`src/rtl/dec_irq_pkg.sv`:
```
package dec_irq_pkg;

    localparam int XLEN = 64;

    localparam logic [XLEN-1:0] SRR1_KEEP_MASK = 64'hFFFF_FFFF_78FC_0FFF;
    localparam logic [XLEN-1:0] MSR_KEEP_MASK  = 64'hFFFF_FFFF_FFFF_76CD;
    localparam logic [XLEN-1:0] DEC_VECTOR     = 64'h0000_0000_0000_0900;

    typedef enum logic [1:0] {
        ST_IDLE  = 2'd0,
        ST_ENTER = 2'd1,
        ST_WAIT  = 2'd2
    } entry_state_e;

    typedef struct packed {
        logic [XLEN-1:0] pc;
        logic [XLEN-1:0] msr;
    } entry_snap_t;

endpackage

```
`src/rtl/dec_counter.sv`:
```
module dec_counter #(
    parameter int DEC_W = 64
) (
    input  logic             clk,
    input  logic             rst_n,
    input  logic             step_i,
    input  logic             reload_i,
    output logic [DEC_W-1:0] count_o,
    output logic             zero_o
);

    localparam logic [DEC_W-1:0] RELOAD_VAL = {DEC_W{1'b1}};
    localparam logic [DEC_W-1:0] ONE        = DEC_W'(1);

    logic [DEC_W-1:0] count_q;

    always_ff @(posedge clk or negedge rst_n) begin
        if (!rst_n) begin
            count_q <= RELOAD_VAL;
        end else if (reload_i) begin
            count_q <= RELOAD_VAL;
        end else if (step_i && (count_q != '0)) begin
            count_q <= count_q - ONE;
        end
    end

    assign count_o = count_q;
    assign zero_o  = (count_q == '0);

    // a step never wraps the count below zero
    a_r2_no_wrap: assert property (@(posedge clk) disable iff (!rst_n)
        (zero_o && !reload_i) |=> (count_o == '0));

endmodule

```
`src/rtl/dec_entry_fsm.sv`:
```
module dec_entry_fsm
    import dec_irq_pkg::*;
(
    input  logic         clk,
    input  logic         rst_n,
    input  logic         retire_i,
    input  logic         zero_i,
    input  logic         ack_i,
    output entry_state_e state_o,
    output logic         step_o,
    output logic         capture_o,
    output logic         launch_o,
    output logic         reload_o,
    output logic         pending_o
);

    entry_state_e state_q;
    entry_state_e state_d;

    always_ff @(posedge clk or negedge rst_n) begin
        if (!rst_n) begin
            state_q <= ST_IDLE;
        end else begin
            state_q <= state_d;
        end
    end

    always_comb begin
        state_d   = state_q;
        step_o    = 1'b0;
        capture_o = 1'b0;
        launch_o  = 1'b0;
        reload_o  = 1'b0;
        pending_o = 1'b0;
        unique case (state_q)
            ST_IDLE: begin
                if (retire_i) begin
                    if (zero_i) begin
                        capture_o = 1'b1;
                        state_d   = ST_ENTER;
                    end else begin
                        step_o = 1'b1;
                    end
                end
            end
            ST_ENTER: begin
                pending_o = 1'b1;
                launch_o  = 1'b1;
                state_d   = ST_WAIT;
            end
            ST_WAIT: begin
                pending_o = 1'b1;
                if (ack_i) begin
                    reload_o = 1'b1;
                    state_d  = ST_IDLE;
                end
            end
            default: begin
                state_d = ST_IDLE;
            end
        endcase
    end

    assign state_o = state_q;

    // the entry cycle lasts exactly one cycle and is followed by WAIT
    a_r4_enter_to_wait: assert property (@(posedge clk) disable iff (!rst_n)
        (state_q == ST_ENTER) |=> (state_q == ST_WAIT));

    // an acknowledge during ENTER or IDLE never causes a reload
    a_r10_no_early_reload: assert property (@(posedge clk) disable iff (!rst_n)
        (state_q != ST_WAIT) |-> !reload_o);

    // the counter is never stepped while an interrupt is outstanding
    a_r8_no_step_pending: assert property (@(posedge clk) disable iff (!rst_n)
        pending_o |-> !step_o);

endmodule

```
`src/rtl/dec_entry_regs.sv`:
```
module dec_entry_regs
    import dec_irq_pkg::*;
#(
    parameter logic [XLEN-1:0] SAVE_MASK = SRR1_KEEP_MASK,
    parameter logic [XLEN-1:0] NEW_MASK  = MSR_KEEP_MASK,
    parameter logic [XLEN-1:0] VECTOR    = DEC_VECTOR
) (
    input  logic            clk,
    input  logic            rst_n,
    input  logic            capture_i,
    input  logic            launch_i,
    input  logic [XLEN-1:0] pc_i,
    input  logic [XLEN-1:0] msr_i,
    output logic            redirect_o,
    output logic [XLEN-1:0] redirect_pc_o,
    output logic [XLEN-1:0] srr0_o,
    output logic [XLEN-1:0] srr1_o,
    output logic [XLEN-1:0] msr_new_o
);

    entry_snap_t snap_q;

    always_ff @(posedge clk or negedge rst_n) begin
        if (!rst_n) begin
            snap_q <= '0;
        end else if (capture_i) begin
            snap_q.pc  <= pc_i;
            snap_q.msr <= msr_i;
        end
    end

    always_ff @(posedge clk or negedge rst_n) begin
        if (!rst_n) begin
            redirect_o    <= 1'b0;
            redirect_pc_o <= '0;
            srr0_o        <= '0;
            srr1_o        <= '0;
            msr_new_o     <= '0;
        end else begin
            redirect_o <= launch_i;
            if (launch_i) begin
                redirect_pc_o <= VECTOR;
                srr0_o        <= snap_q.pc;
                srr1_o        <= snap_q.msr & SAVE_MASK;
                msr_new_o     <= snap_q.msr & NEW_MASK;
            end
        end
    end

    // masked-off bits of the saved state are always clear when presented
    a_r6_save_mask: assert property (@(posedge clk) disable iff (!rst_n)
        redirect_o |-> ((srr1_o & ~SAVE_MASK) == '0));

    // masked-off bits of the new state are always clear when presented
    a_r7_new_mask: assert property (@(posedge clk) disable iff (!rst_n)
        redirect_o |-> ((msr_new_o & ~NEW_MASK) == '0));

    // save registers only change on a launch
    a_r5_save_stable: assert property (@(posedge clk) disable iff (!rst_n)
        !launch_i |=> $stable(srr0_o));

endmodule

```
`src/rtl/dec_irq_unit.sv`:
```
module dec_irq_unit
    import dec_irq_pkg::*;
#(
    parameter int DEC_W = 64
) (
    input  logic             clk,
    input  logic             rst_n,
    input  logic             retire_i,
    input  logic [XLEN-1:0]  pc_i,
    input  logic [XLEN-1:0]  msr_i,
    input  logic             ack_i,
    output logic             irq_o,
    output logic             redirect_o,
    output logic [XLEN-1:0]  redirect_pc_o,
    output logic [XLEN-1:0]  srr0_o,
    output logic [XLEN-1:0]  srr1_o,
    output logic [XLEN-1:0]  msr_new_o,
    output logic [DEC_W-1:0] dec_o
);

    localparam logic [DEC_W-1:0] DEC_ONE = DEC_W'(1);

    entry_state_e state;
    logic         step;
    logic         capture;
    logic         launch;
    logic         reload;
    logic         pending;
    logic         zero;

    dec_counter #(
        .DEC_W (DEC_W)
    ) u_counter (
        .clk      (clk),
        .rst_n    (rst_n),
        .step_i   (step),
        .reload_i (reload),
        .count_o  (dec_o),
        .zero_o   (zero)
    );

    dec_entry_fsm u_fsm (
        .clk       (clk),
        .rst_n     (rst_n),
        .retire_i  (retire_i),
        .zero_i    (zero),
        .ack_i     (ack_i),
        .state_o   (state),
        .step_o    (step),
        .capture_o (capture),
        .launch_o  (launch),
        .reload_o  (reload),
        .pending_o (pending)
    );

    dec_entry_regs #(
        .SAVE_MASK (SRR1_KEEP_MASK),
        .NEW_MASK  (MSR_KEEP_MASK),
        .VECTOR    (DEC_VECTOR)
    ) u_regs (
        .clk           (clk),
        .rst_n         (rst_n),
        .capture_i     (capture),
        .launch_i      (launch),
        .pc_i          (pc_i),
        .msr_i         (msr_i),
        .redirect_o    (redirect_o),
        .redirect_pc_o (redirect_pc_o),
        .srr0_o        (srr0_o),
        .srr1_o        (srr1_o),
        .msr_new_o     (msr_new_o)
    );

    assign irq_o = pending;

    // a retire on a nonzero idle count lowers it by one
    a_r2_dec_step: assert property (@(posedge clk) disable iff (!rst_n)
        (!irq_o && retire_i && (dec_o != '0)) |=> (dec_o == $past(dec_o) - DEC_ONE));

    // a retire on a zero idle count raises the flag and holds zero
    a_r3_zero_flags: assert property (@(posedge clk) disable iff (!rst_n)
        (!irq_o && retire_i && (dec_o == '0)) |=> (irq_o && (dec_o == '0)));

    // the redirect strobe is a single-cycle pulse carrying the vector
    a_r4_redirect_pulse: assert property (@(posedge clk) disable iff (!rst_n)
        redirect_o |=> !redirect_o);
    a_r4_redirect_vec: assert property (@(posedge clk) disable iff (!rst_n)
        redirect_o |-> (irq_o && (redirect_pc_o == DEC_VECTOR)));

    // without an acknowledge the flag holds and the count is frozen
    a_r8_hold: assert property (@(posedge clk) disable iff (!rst_n)
        (irq_o && !ack_i) |=> (irq_o && $stable(dec_o)));

    // the flag only falls with the count reloaded to all ones
    a_r9_reload: assert property (@(posedge clk) disable iff (!rst_n)
        $fell(irq_o) |-> (dec_o == {DEC_W{1'b1}}));

endmodule

```
`config.mk`:
```
export PLATFORM = sky130hd
export DESIGN_NAME = dec_irq_unit
export DESIGN_NICKNAME = d
export VERILOG_FILES = /design/src/rtl/dec_irq_pkg.sv /design/src/rtl/dec_counter.sv /design/src/rtl/dec_entry_fsm.sv /design/src/rtl/dec_entry_regs.sv /design/src/rtl/dec_irq_unit.sv
export SDC_FILE = /design/constraint.sdc
export NUM_CORES = 1
export LEC_CHECK = 0
export CAP_MARGIN = 30
export CORE_AREA = 2 2 175 177
export DETAILED_ROUTE_END_ITERATION = 10
export DIE_AREA = 0 0 177 179
export DONT_BUFFER_PORTS = 1
export GPL_TIMING_DRIVEN = 0
export PLACE_DENSITY_LB_ADDON = 0.25
export SYNTH_ARGS = -nofsm -noshare
export SYNTH_HDL_FRONTEND = slang
export SYNTH_SLANG_ARGS = --single-unit
export TNS_END_PERCENT = 5
```
`constraint.sdc`:
```
create_clock -name clk -period 8.2 [get_ports clk]
set_input_delay 1.64 -clock clk [delete_from_list [all_inputs] [get_ports clk]]
set_output_delay 1.64 -clock clk [all_outputs]
set_load 0.03 [all_outputs]
```
==> results of run 1 <==
[final timing paths]
check / endpoint / from
setup / recovery: u_regs.snap_q[61] / u_counter.count_o[24]
hold / removal: u_regs.snap_q[52] / u_regs.snap_q[52]
setup reg to reg: u_regs.snap_q[61] / u_counter.count_o[24]
hold reg to reg: u_regs.snap_q[52] / u_regs.snap_q[52]
max in group asynchronous: u_counter.count_o[57] / rst_n
min in group asynchronous: u_regs.srr0_o[33] / rst_n
[power by group through the flow]
stage,Sequential [W],Clock [W],Combinational [W]
2_1_floorplan,0.00299,0,0.00117
3_3_place_gp,0.00316,0,0.00130
3_5_place_dp,0.00317,0,0.00133
4_1_cts,0.00314,0.00161,0.00133
5_1_grt,0.00319,0.00168,0.00142
6_report,0.00313,0.00157,0.00131
[cells by family (layout without fill, tap and decap cells)]
logic type | after synthesis | count (layout) | synth area share [%]
DFF | 322 | 322 | 57.36
muxes | 259 | 259 | 20.53
and+or+nand+nor | 210 | 210 | 8.802
buffers and inverters | 179 | 238 | 8.361
AOI/OAI and AO/OA | 71 | 71 | 3.299
xor gates and xnor gates | 19 | 19 | 1.173
adders and majority gates | 5 | 5 | 0.4410
other | 1 | 82 | 0.02643
[metal layers]
metal	up-vias	share of wire (%)
li1	3839	-
met1	4193	41
met2	319	48
met3	61	8.8
met4	4	2.5
met5	-	0.065
[Yosys cell counts (all sizes together) (5+ instances only)]
cell    number
o211ai       9
and2         5
inv          5
or4         21
nand2       37
o21ai       27
dfrtp      258
nor3        19
or3b         8
clkbuf      28
xor2        16
mux2       256
o31ai       11
buf        146
o31a         5
dfstp       64
nand3       30
nor4        22
a21oi        7
or3         27
ha           5
nor2        20
[worst max-delay path: stages, from the launching register on]
cell	delay, ps
dfstp_2	420
or3_1	370
clkbuf_1	170
nor4_1	580
nand4_1	400
nor2_2	630
buf_2	420
buf_4	270
mux2_1	350
[stage by stage]
step	instance area, um^2	std cells	total power [W]	worst slack (ps)
CTS	16120	1598	0.006080	4333
global route	16120	1600	0.006291	4263
detailed placement	14970	1539	0.004491	3787
global placement	14970	1539	0.004459	3807
floorplan	14480	1143	0.004157	4706
finish	16130	1602	0.006013	4437
[registers in the layout (all words and copies together) (netlist names)]
signal,cells
u_regs.snap_q,127
u_regs.redirect_pc_o,1
u_regs.msr_new_o,57
u_counter.count_o,64
u_regs.srr1_o,6
u_regs.redirect_o,1
u_regs.srr0_o,64
u_fsm.state_o,2
[cells in the final DEF, fill, tap and decap left out, drive strengths merged, types with 3 or more instances in the layout]
master and instances:
conb 78, and4 4, nand2 37, dfstp 64, or3 27, o31a 5, mux2i 3, o211ai 9
nand3 30, xor2 16, mux2 256, o2111ai 3, inv 6, or4 21, nor4 22, nor4b 3
a211oi 3, o21ai 27, xnor2 3, diode 4, and2 5, and3 4, a21oi 7, nor2 20
clkbuf 82, or2 4, or3b 8, buf 146, ha 5, nor3 19, nand4 4, o31ai 11
dfrtp 258
[final cells by class]
cell class	instances	area, um^2
Inverter	5	18.77
Clock inverter	5	90.09
Fill cell	2537	13900
Multi-Input combinational cell	642	5151
Antenna cell	4	10.01
Tap cell	396	495.5
Buffer	174	1167
Sequential cell	322	8138
Clock buffer	54	1059
==> summary.md, run 1 <==
| Metric | Value |
|---|---|
| Hold crit path type | `reg2reg` |
| Root buffer cell | `clkbuf_16` |
| First-pass GRT wire length | `~49000 um` |
| Final Core Density | `53.71%` |
| Syn Area/Cell | `13.31 um^2` |
| Wirelength per Cell | `20.23 um` |
| WP data required | `8580 ps` |
| Post-synth top area cell | `dfrtp_1` |
| DR vias | `roughly 8400` |
| Initial antenna violation count | `5` |
| Main synth FF type | `dfrtp_1` |
| Total Neg Setup Slack | `0 ps` |
| Postcts setup bufs | `0` |
| Worst-case clock buffer depth | `3` |
| CTS Buf Count | `35` |
| M2 GR Usage | `31.63%` |
| Worst-Margin Slew | `approximately 860 ps` |
| IO Count | `454` |
| Yosys warning count | `0` |
| Yosys reg bits | `322` |
| Die area | `31680 um^2` |
| Tmin final | `3763 ps` |
| Crit path DAT | `about 4200 ps` |
| Initial drt markers | `420` |
| Register share of total power | `52.1%` |
| Initial Util | `47.24%` |
| Synth top area cells | `dfrtp_1, mux2_2, dfstp_2` |
| VDD IR max | `between 200 and 250 uV` |
| Comb pwr share | `roughly 22%` |
| Clock slew at reported path FFs | `60 ps` |
| Worst clock skew | `14.08 ps` |
| R2r worst-path depth | `8` |
| Remaining global-route overflow | `0` |
| Status | `complete, no violations` |
| Fin Hold WS | `479.2 ps` |
| CP Class | `reg2reg` |
| FF-to-FF setup slack | `4440 ps` |
| Power density over cell area | `roughly 370 nW/um^2` |
| Net switching power | `0.002387 W` |
| Vias in the first global route | `between 8000 and 9000` |
| Gr usage total | `19.75%` |
| NumNets Final | `1317` |
| Largest net degree at the start of global routing | `323` |
| Switch share | `~40%` |
| Seq/Total Area, Yosys | `57.36%` |
| DRC | `0` |
| Drt pass-1 iters | `4` |
| Synth top area share | `a little under half` |
| Hold Fails Final Rpt | `0` |
| Core box area | `30030 um^2` |
| Cell-internal power | `about 0.0036 W` |
| Final Wtd Congestion | `approximately 0.85` |
| Die Span X | `177 um` |
| Mapped Cells | `1066` |
| CTS Hold Bufs | `0` |
| Count of cell types in the netlist | `55` |
| Cells resized by post-CTS repair | `0` |
| Num rows | `64` |
| GRT met3 Usage | `6.849%` |
| Hold Crit Depth | `1` |
| Mapped cell area | `14190 um^2` |
| Die Height | `179 um` |
| H-tree levels | `2` |
| Highest Clock Rate | `265.7 MHz` |
| Drt total wl | `~32000 um` |
| DRT antenna net count | `0` |
| Post-route clock period utilization | `45.89%` |
| Crit path capture type | `register` |
| GR peak layer | `met2` |
| CTS tree | `done` |
| Post-DP HPWL | `22980 um` |
| Slew Limit Fails | `0` |
| Final setup viols | `0` |
| Clock power frac | `26.1%` |
| Max Cap Viol | `0` |
| Relative slew slack | `between 40 and 50%` |
| DR vias/cell | `5.253` |
| Share of cells above drive strength 1 | `around two fifths` |
| Unrepaired setup endpoints after global routing | `no` |
| Area Overhead vs Synth | `13.70%` |
| GR Util met1 | `25.35%` |
| Skew-Pair Late Insertion Delay | `510 ps` |
| Fraction of registers with async set/reset | `100.0%` |
| Num Clock Sinks | `322` |
| CP Launch Type | `register` |
| EDFF count, synth | `0` |
| PortBufs | `0` |
| Critical Path Fanout Max | `10` |
| Lkg Pwr | `7.015 nW` |
Power figures use the tool's default switching activity.
==> run 2, diff against run 1 <==
Settings changed: CORE_AREA 2 2 175 177 to 2 2 176 178, DIE_AREA 0 0 177 179 to 0 0 178 180.
Clock period 8.2 ns to 3.4 ns, I/O delays scaled along.
==> summary.md, run 2 (same netlist as run 1, synthesis figures left out) <==
| Metric | Value |
|---|---|
| Post-Layout Cell Count | `1609` |
| Worst clock skew | `11.74 ps` |
| Failing checks | `hold timing` |
| Worst-case clock buffer depth | `3` |
| H-tree levels | `2` |
| Drt total wl | `32790 um` |
| DRT antenna net count | `0` |
| Hold Fails Final Rpt | `between 200 and 300` |
| Area Overhead vs Synth | `14.32%` |
| Status | `finished, violations left` |
| Commonest non-fill, non-tap cell in the layout | `dfrtp_1` |
| Die area | `32040 um^2` |
| Highest Clock Rate | `308.4 MHz` |
| Die Height | `180 um` |
| R2r startpoint | `u_counter.count_o[24]` |
| CP top delay family | `simple AND/OR/NAND/NOR gates` |
| Commonest cells after routing, fill and taps aside | `dfrtp_1, mux2_2, buf_4, conb_1, dfstp_2` |
| VDD IR max | `470.4 uV` |
| Worst path slowest cell | `nor4_1` |
| Largest register FFs | `127` |
| Max incr delay on CP | `between 500 and 600 ps` |
| DRC | `0` |
| Final worst setup slack | `157.2 ps` |
| Largest net degree at the start of global routing | `323` |
| NumNets Final | `1321` |
| FILL cells | `~2500` |
| Worst-Margin Slew | `between 800 and 900 ps` |
| WP buf/inv | `3` |
| Critical Path Fanout Max | `10` |
| Crit path capture type | `register` |
| Initial antenna violation count | `9` |
| Die Span X | `178 um` |
| Drt pass-1 iters | `5` |
| Lkg Pwr | `7.093 nW` |
| CTS tree | `done` |
| Clock slew at reported path FFs | `60 ps` |
| Total power | `0.01458 W` |
| Critical R2R Capture | `u_counter.count_o[8]` |
| Gr usage total | `20.30%` |
| CP Class | `reg2reg` |
| Fin Hold WS | `-128.4 ps` |
| Initial Util | `a little under half` |
| IO Count | `454` |
| Unrepaired setup endpoints after global routing | `yes` |
| Num rows | `64` |
| Remaining global-route overflow | `0` |
| Inst Count DP | `roughly 1500` |
| Crit-path cells | `or3_1 -> clkbuf_1 -> nor4_1 -> nand4_1 -> clkbuf_1 -> clkbuf_1 -> o21ai_0 -> xor2_1 -> nand2_1` |
| Vias in the first global route | `between 8000 and 9000` |
| R2r worst-path depth | `9` |
| FF-to-FF setup slack | `160 ps` |
| WP data required | `between 3000 and 4000 ps` |
| CP Launch Type | `register` |
| Num Clock Sinks | `322` |
| Root buffer cell | `clkbuf_16` |
| Relative slew slack | `43.19%` |
| Tmin final | `3243 ps` |
| Share of cells above drive strength 1 | `42.07%` |
| Pre-CTS setup slack | `-509.5 ps` |
| DR vias/cell | `5.254` |
| Largest Register | `u_regs.snap_q` |
| First-pass GRT wire length | `50300 um` |
| Power density over cell area | `899.1 nW/um^2` |
| Final setup viols | `0` |
| Post-DP HPWL | `23130 um` |
| Hold crit path type | `in2async` |
| Wirelength per Cell | `20.38 um` |
| Final Wtd Congestion | `0.8313` |
| CTS Buf Count | `36` |
| PortBufs | `0` |
| Post-route clock period utilization | `95.38%` |
| Crit path DAT | `3660 ps` |
| Slew Limit Fails | `0` |
| Initial drt markers | `562` |
| DR vias | `8454` |
| Core box area | `30190 um^2` |
| Most common cell on crit path | `clkbuf_1` |
| Max Cap Viol | `0` |
| Skew-Pair Late Insertion Delay | `a little over 500 ps` |
## run 2: cell count changes in the layout (fill, tap and decap cells not counted), moves of 2 or more
cell       change
clkinv_4       +2
buf_4          +4
clkinv_2       +6
clkbuf_16      +2
clkbuf_8       -4
## run 2: repair_timing
action / CTS / global route
pin swaps: 1 / 3
endpoints found under the hold margin: 258 / 258
setup endpoints to repair: 127 / 63
setup buffers: 2 / 1
gates resized for setup: 1 / 5
## run 2: per-layer routing
layer	vias to the layer above	wire [um]	part of all wire [%]	global-route usage [%]
met5	-	42	0.13	0
met4	8	729	2.2	5.836
met3	49	3307	10	7.551
met2	337	15550	47	31.81
met1	4200	13160	40	26.39
li1	3860	-	-	-
## run 2: cell type report
class | instances | area (um^2) | area share, %
sequential | 322 | 8138 | 50.18
multi-input combinational | 642 | 5176 | 31.92
buffer | 174 | 1170 | 7.213
clock buffer | 51 | 1050 | 6.473
tap | 396 | 495.5 | 3.055
clock inverter | 13 | 140.1 | 0.8641
timing repair buffer | 3 | 22.52 | 0.1389
inverter | 5 | 18.77 | 0.1157
antenna | 3 | 7.507 | 0.04629
## run 2: report_power, final
| part | total, W | internal, W | switching, W | leakage, nW |
|---|---|---|---|---|
| Clock | 0.00384 | 0.00232 | 0.00153 | 0.591 |
| Combinational | 0.00317 | 0.00154 | 0.00163 | 2.61 |
| Sequential | 0.00757 | 0.00491 | 0.00265 | 3.89 |
## run 2: worst max path at each step
stage / slack [ps] / depth (start not counted) / from / end
3_5_place_dp: -510 / 7 / u_counter.count_o[55] / u_regs.snap_q[58]
6_report: 160 / 9 / u_counter.count_o[24] / u_counter.count_o[8]
4_1_cts: 70 / 7 / u_counter.count_o[55] / u_regs.snap_q[36]
3_3_place_gp: -470 / 7 / u_counter.count_o[55] / u_regs.snap_q[37]
5_1_grt: -40 / 9 / u_counter.count_o[24] / u_counter.count_o[8]
2_1_floorplan: 590 / 10 / u_counter.count_o[0] / u_counter.count_o[48]
## run 2: metrics by stage
stage               setup TNS [ps]  utilization (%)  instance area, um^2
floorplan                        0                -                14480
global placement            -28570            49.59                14970
detailed placement          -32820            49.59                14970
CTS                              0            53.60                16180
global route                -48.13            53.72                16220
finish                           0            53.72                16220
